<file path="src/rtl/msicap_pkg.sv">
package msicap_pkg;
  localparam int unsigned VEC_N    = 32;
  localparam int unsigned VEC_W    = $clog2(VEC_N);
  localparam int unsigned DATA_W   = 32;
  localparam int unsigned ADDR_W   = 64;
  localparam int unsigned REG_AW   = 2;

  typedef enum logic [REG_AW-1:0] {
    OFF_FLAGS  = 2'd0,
    OFF_ENABLE = 2'd1,
    OFF_TGT_LO = 2'd2,
    OFF_TGT_HI = 2'd3
  } reg_off_e;

  // True when the data word names a vector that exists.
  function automatic logic vec_in_range(input logic [DATA_W-1:0] d);
    return (d >> VEC_W) == '0;
  endfunction

  // Compare a message address with the programmed target, enable bit masked.
  function automatic logic tgt_match(input logic [ADDR_W-1:0] a,
                                     input logic [31:0] lo,
                                     input logic [31:0] hi);
    return (a[31:0] == {lo[31:1], 1'b0}) && (a[63:32] == hi);
  endfunction
endpackage

</file>
<file path="src/rtl/msicap_regs.sv">
module msicap_regs
  import msicap_pkg::*;
(
  input  logic              clk,
  input  logic              rst_n,
  input  logic              wr_en,
  input  logic [REG_AW-1:0] wr_off,
  input  logic [31:0]       wdata,
  output logic [31:0]       tgt_lo,
  output logic [31:0]       tgt_hi,
  output logic [VEC_N-1:0]  vec_en,
  output logic [VEC_N-1:0]  clr_mask
);
  always_ff @(posedge clk) begin
    if (!rst_n) begin
      tgt_lo <= '0;
      tgt_hi <= '0;
      vec_en <= '0;
    end else if (wr_en) begin
      case (reg_off_e'(wr_off))
        OFF_TGT_LO: tgt_lo <= wdata;
        OFF_TGT_HI: tgt_hi <= wdata;
        OFF_ENABLE: vec_en <= wdata[VEC_N-1:0];
        default: ;
      endcase
    end
  end

  assign clr_mask = (wr_en && reg_off_e'(wr_off) == OFF_FLAGS) ? wdata[VEC_N-1:0] : '0;

  a_r3_decode_off_reg: assert property (@(posedge clk) disable iff (!rst_n)
    (wr_en && reg_off_e'(wr_off) == OFF_TGT_LO && wdata == '0) |=> (tgt_lo[0] == 1'b0));
endmodule

</file>
<file path="src/rtl/msicap_decode.sv">
module msicap_decode
  import msicap_pkg::*;
(
  input  logic              clk,
  input  logic              rst_n,
  input  logic              valid,
  input  logic [ADDR_W-1:0] addr,
  input  logic [DATA_W-1:0] data,
  input  logic [31:0]       tgt_lo,
  input  logic [31:0]       tgt_hi,
  input  logic [VEC_N-1:0]  vec_en,
  output logic [VEC_N-1:0]  set_mask
);
  logic             dec_on;
  logic             addr_hit;
  logic             in_range;
  logic [VEC_N-1:0] onehot;

  assign dec_on   = tgt_lo[0];
  assign addr_hit = tgt_match(addr, tgt_lo, tgt_hi);
  assign in_range = vec_in_range(data);

  always_comb begin
    onehot = '0;
    onehot[data[VEC_W-1:0]] = 1'b1;
  end

  assign set_mask = (valid && dec_on && addr_hit && in_range) ? (onehot & vec_en) : '0;

  a_r2_single_vector: assert property (@(posedge clk) disable iff (!rst_n)
    $onehot0(set_mask));
  a_r3_gate: assert property (@(posedge clk) disable iff (!rst_n)
    !tgt_lo[0] |-> (set_mask == '0));
  a_r5_range: assert property (@(posedge clk) disable iff (!rst_n)
    (data[DATA_W-1:VEC_W] != '0) |-> (set_mask == '0));
  a_r6_masked: assert property (@(posedge clk) disable iff (!rst_n)
    (set_mask & ~vec_en) == '0);
endmodule

</file>
<file path="src/rtl/msicap_flags.sv">
module msicap_flags
  import msicap_pkg::*;
(
  input  logic             clk,
  input  logic             rst_n,
  input  logic [VEC_N-1:0] set_mask,
  input  logic [VEC_N-1:0] clr_mask,
  output logic [VEC_N-1:0] flag_q,
  output logic             any_o
);
  always_ff @(posedge clk) begin
    if (!rst_n) flag_q <= '0;
    else        flag_q <= (flag_q & ~clr_mask) | set_mask;
  end

  assign any_o = |flag_q;

  a_r9_set_wins: assert property (@(posedge clk) disable iff (!rst_n)
    (set_mask != '0) |=> ((flag_q & $past(set_mask)) == $past(set_mask)));
  a_r7_w1c: assert property (@(posedge clk) disable iff (!rst_n)
    (set_mask == '0 && clr_mask != '0) |=> ((flag_q & $past(clr_mask)) == '0));
  a_r7_hold: assert property (@(posedge clk) disable iff (!rst_n)
    (set_mask == '0 && clr_mask == '0) |=> $stable(flag_q));
endmodule

</file>
<file path="src/rtl/msi_capture_unit.sv">
module msi_capture_unit
  import msicap_pkg::*;
(
  input  logic        clk,
  input  logic        rst_n,
  input  logic        reg_wr,
  input  logic [1:0]  reg_addr,
  input  logic [31:0] reg_wdata,
  output logic [31:0] reg_rdata,
  input  logic        msg_valid,
  input  logic [63:0] msg_addr,
  input  logic [31:0] msg_data,
  output logic        irq
);
  logic [31:0]      tgt_lo, tgt_hi;
  logic [VEC_N-1:0] vec_en, clr_mask, set_mask, flag_q;
  logic             any_flag;

  msicap_regs u_regs (
    .clk(clk), .rst_n(rst_n), .wr_en(reg_wr), .wr_off(reg_addr), .wdata(reg_wdata),
    .tgt_lo(tgt_lo), .tgt_hi(tgt_hi), .vec_en(vec_en), .clr_mask(clr_mask)
  );

  msicap_decode u_dec (
    .clk(clk), .rst_n(rst_n), .valid(msg_valid), .addr(msg_addr), .data(msg_data),
    .tgt_lo(tgt_lo), .tgt_hi(tgt_hi), .vec_en(vec_en), .set_mask(set_mask)
  );

  msicap_flags u_flags (
    .clk(clk), .rst_n(rst_n), .set_mask(set_mask), .clr_mask(clr_mask),
    .flag_q(flag_q), .any_o(any_flag)
  );

  always_comb begin
    case (reg_off_e'(reg_addr))
      OFF_FLAGS:  reg_rdata = flag_q;
      OFF_ENABLE: reg_rdata = vec_en;
      OFF_TGT_LO: reg_rdata = tgt_lo;
      default:    reg_rdata = tgt_hi;
    endcase
  end

  assign irq = any_flag;

  a_r8_irq_rise: assert property (@(posedge clk) disable iff (!rst_n)
    (set_mask != '0) |=> irq);
  a_r1_reset: assert property (@(posedge clk)
    !rst_n |=> (!irq && tgt_lo == '0 && vec_en == '0));
endmodule

</file>
<file path="config.mk">
export PLATFORM = sky130hd
export DESIGN_NAME = msi_capture_unit
export DESIGN_NICKNAME = d
export VERILOG_FILES = /design/src/rtl/msicap_pkg.sv /design/src/rtl/msicap_regs.sv /design/src/rtl/msicap_decode.sv /design/src/rtl/msicap_flags.sv /design/src/rtl/msi_capture_unit.sv
export SDC_FILE = /design/constraint.sdc
export NUM_CORES = 1
export LEC_CHECK = 0
export ABC_AREA = 1
export BUFFER_PORTS_ARGS = -buffer_cell sky130_fd_sc_hd__buf_4
export CORE_ASPECT_RATIO = 0.6
export CORE_UTILIZATION = 46
export CTS_BUF_LIST = sky130_fd_sc_hd__clkbuf_4 sky130_fd_sc_hd__clkbuf_8 sky130_fd_sc_hd__clkbuf_16
export CTS_CLUSTER_SIZE = 12
export DETAILED_ROUTE_END_ITERATION = 6
export PLACE_DENSITY = 0.76
export SLEW_MARGIN = 25
export SYNTH_ARGS = -nofsm -noshare
export SYNTH_HDL_FRONTEND = slang
export SYNTH_SLANG_ARGS = --single-unit
</file>
<file path="constraint.sdc">
create_clock -name clk -period 3.7 [get_ports clk]
set_clock_uncertainty 0.2 [all_clocks]
set_input_delay 0.37 -clock clk [delete_from_list [all_inputs] [get_ports clk]]
set_output_delay 0.37 -clock clk [all_outputs]
set_load 0.01 [all_outputs]
</file>
==> results by group <==
Logic synthesis
  – Post-synth EDFFs: 0
  – Commonest cells post-synth: 200 x nand2_1, 147 x a21oi_1, 128 x dfxtp_1
  – Most instantiated library cell after synthesis: nand2_1
  – Synthesized flop and latch total: 128
  – Post-synth top area share: 37.7%
  – Synth area leader: dfxtp_1
  – FFs w/ async S/R, synth: 0%
  – Average cell area after synthesis: 6.61 um^2
  – Prevailing post-synth register cell: dfxtp_1
  – Top post-synthesis cells by area: dfxtp_1 38%, nand2_1 11%, a21oi_1 11%
  – Sequential area share after synthesis: 37.7%
  – Syn. warnings: 0
  – Synthesized cell area: 0.00680 mm^2
  – Syn Inst Count: 1028
  – Synthesized Nets: 1162
  – Cell variety after synth: 28

Routing
  – Drt via density: 5.86
  – DR WL/cell: 20.3 um
  – Final ANT Viol Nets: 0
  – DR pass1 iterations: 6
  – Vias: 8029
  – Initial DRC Count: 1281
  – Post-route DRC: 0
  – Routed WL: 27800 um

Job
  – Max Cap Viol: 0

Power
  – PwrDens: 441 mW/mm^2
  – Peak VDD IR: 355 uV
  – Leakage power: 3.51 nW

STA
  – Final period utilization: 79.0%
  – Max Freq: 0.342 GHz
  – Fin. Hold Viols: 0
  – Worst relative slew slack: 40.3%
  – Fin crit period: 2920 ps
  – Hold Slack: 58.8 ps
  – Finish-stage setup viols: 0
  – Worst-Margin Slew: 893 ps
  – Slew Viols, Final: 0
  – RSZ-0062 raised after global routing: false
  – Setup TNS: 0 ps

Clock tree
  – Clock transition at path regs: 60 ps
  – Root Driver: clkbuf_16
  – CTS tree: built
  – Later-pin clock latency in the skew report: 420 ps
  – CTS Buf Count: 17
  – Clk sinks: 128
  – CTS Hold Bufs: 0
  – Post-cts resize count: 0
  – Post-CTS Setup Repair Bufs: 0
  – CTS H-tree depth: 4
  – Max clock buf depth: 2

Status
  – Status: complete, no violations

Floorplan
  – Boundary pin count: 167
  – Initial Util: 48.4%
  – Core box area: 0.0140 mm^2
  – Die ar.: 0.0153 mm^2
  – FP Rows: 33
  – Die Ht: 96.1 um
  – Die X: 159 um

Critical path
  – Critical path class: reg -> reg
  – Setup crit start kind: flop
  – WP data required: 3830 ps
  – Worst path arrival time: 3060 ps
  – Setup slack, reg-to-reg: 780 ps
  – Crit path max fanout: 17
  – CP Capture Type: flop

GRT
  – Total grt overflow: 0
  – Largest net degree at the start of global routing: 94
  – First-pass GRT wire length: 41200 um
  – Vias in the first global route: 6967
  – Antenna violations before repair: 0
  – GRT Overall Usage: 36.2%

Min path
  – Kind of path behind the tightest hold check: in -> reg

Placed design
  – Final Wtd Congestion: 0.991
  – Post-DP HPWL: 19900 um
  – Port bufs: 166

Finish
  – Inserted Diodes: 0
  – Share of cells above drive strength 1: 20.3%
  – Final-stage net count: 1299
  – Area Overhead vs Synth: 29.0%
[critical path, cell delays in order, from the launching register on]
cell	delay (ps)
dfxtp_1	320
xor2_1	160
nor3_1	580
nand2_1	170
nor2_2	620
buf_4	370
nand4_1	160
a21oi_1	250
[sequential cells by signal (all words and copies together), names as in the netlist]
register and count:
u_flags.flag_q 32, u_regs.tgt_hi 32, u_regs.tgt_lo 32, u_regs.vec_en 32
[area by class of cell]
class | instances | area [um^2]
Clock buffer | 23 | 489
Tap cell | 192 | 240
Inverter | 132 | 495
Multi-Input combinational cell | 709 | 3480
Sequential cell | 128 | 2560
Clock inverter | 9 | 155
Fill cell | 1306 | 5280
Timing Repair Buffer | 177 | 1340
[power by group]
group          leakage (nW)  switching [W]  internal (W)
Clock                 0.318       0.000637       0.00120
Sequential             1.04      0.0000323       0.00143
Combinational          2.15       0.000343      0.000215
Total                  3.51        0.00101       0.00285
[through the flow]
stage / util (%) / total power, W / cell area, um^2 / setup WS (ps) / cells
global placement: 57.8 / 0.00202 / 8120 / 1030 / 1338
detailed placement: 57.8 / 0.00203 / 8120 / 1010 / 1338
global route: 62.4 / 0.00396 / 8760 / 770 / 1370
CTS: 62.4 / 0.00383 / 8760 / 1020 / 1370
floorplan: - / 0.00174 / 6800 / 1800 / 1028
finish: 62.4 / 0.00386 / 8760 / 777 / 1370
[cell usage in the layout, fill, tap and decap left out, types with 33 or more instances in the layout]
cell,synthesis,routed
nor2_1,46,45
buf_4,4,176
nand3_1,45,44
nand2_1,200,199
nor3_1,33,33
nand4_1,37,37
a21oi_1,147,147
o21ai_0,125,125
dfxtp_1,128,128
inv_1,115,115
[metal layers]
metal	wire (um)	share of wire (%)	GRT usage (%)	up-vias
li1	-	-	-	3734
met1	11600	42	49.9	3644
met2	10900	39	51.6	601
met3	4780	17	14.3	50
met4	473	1.7	10.7	0
met5	0	0	0	-
[cells by family (layout without fill, tap and decap cells)]
group / Yosys count / count (layout) / synth area share, %
flops: 128 / 128 / 37.7
buf+inv: 191 / 341 / 11.3
simple gates: 380 / 380 / 24.7
xor+xnor: 17 / 17 / 2.19
compound gates: 312 / 312 / 24.1
[worst paths after layout]
| path | from | end | cells past startpoint |
|---|---|---|---|
| setup reg to reg | u_regs.tgt_hi[0]$_SDFFE_PN0P_ | u_flags.flag_q[3]$_SDFF_PN0_ | 7 |
| hold / removal | reg_wdata[23] | u_regs.tgt_lo[23]$_SDFFE_PN0P_ | 3 |
| setup / recovery | u_regs.tgt_hi[0]$_SDFFE_PN0P_ | u_flags.flag_q[3]$_SDFF_PN0_ | 7 |
| hold reg to reg | u_regs.tgt_hi[11]$_SDFFE_PN0P_ | u_regs.tgt_hi[11]$_SDFFE_PN0P_ | 2 |
Note: power is estimated with default switching activity, not from simulation.
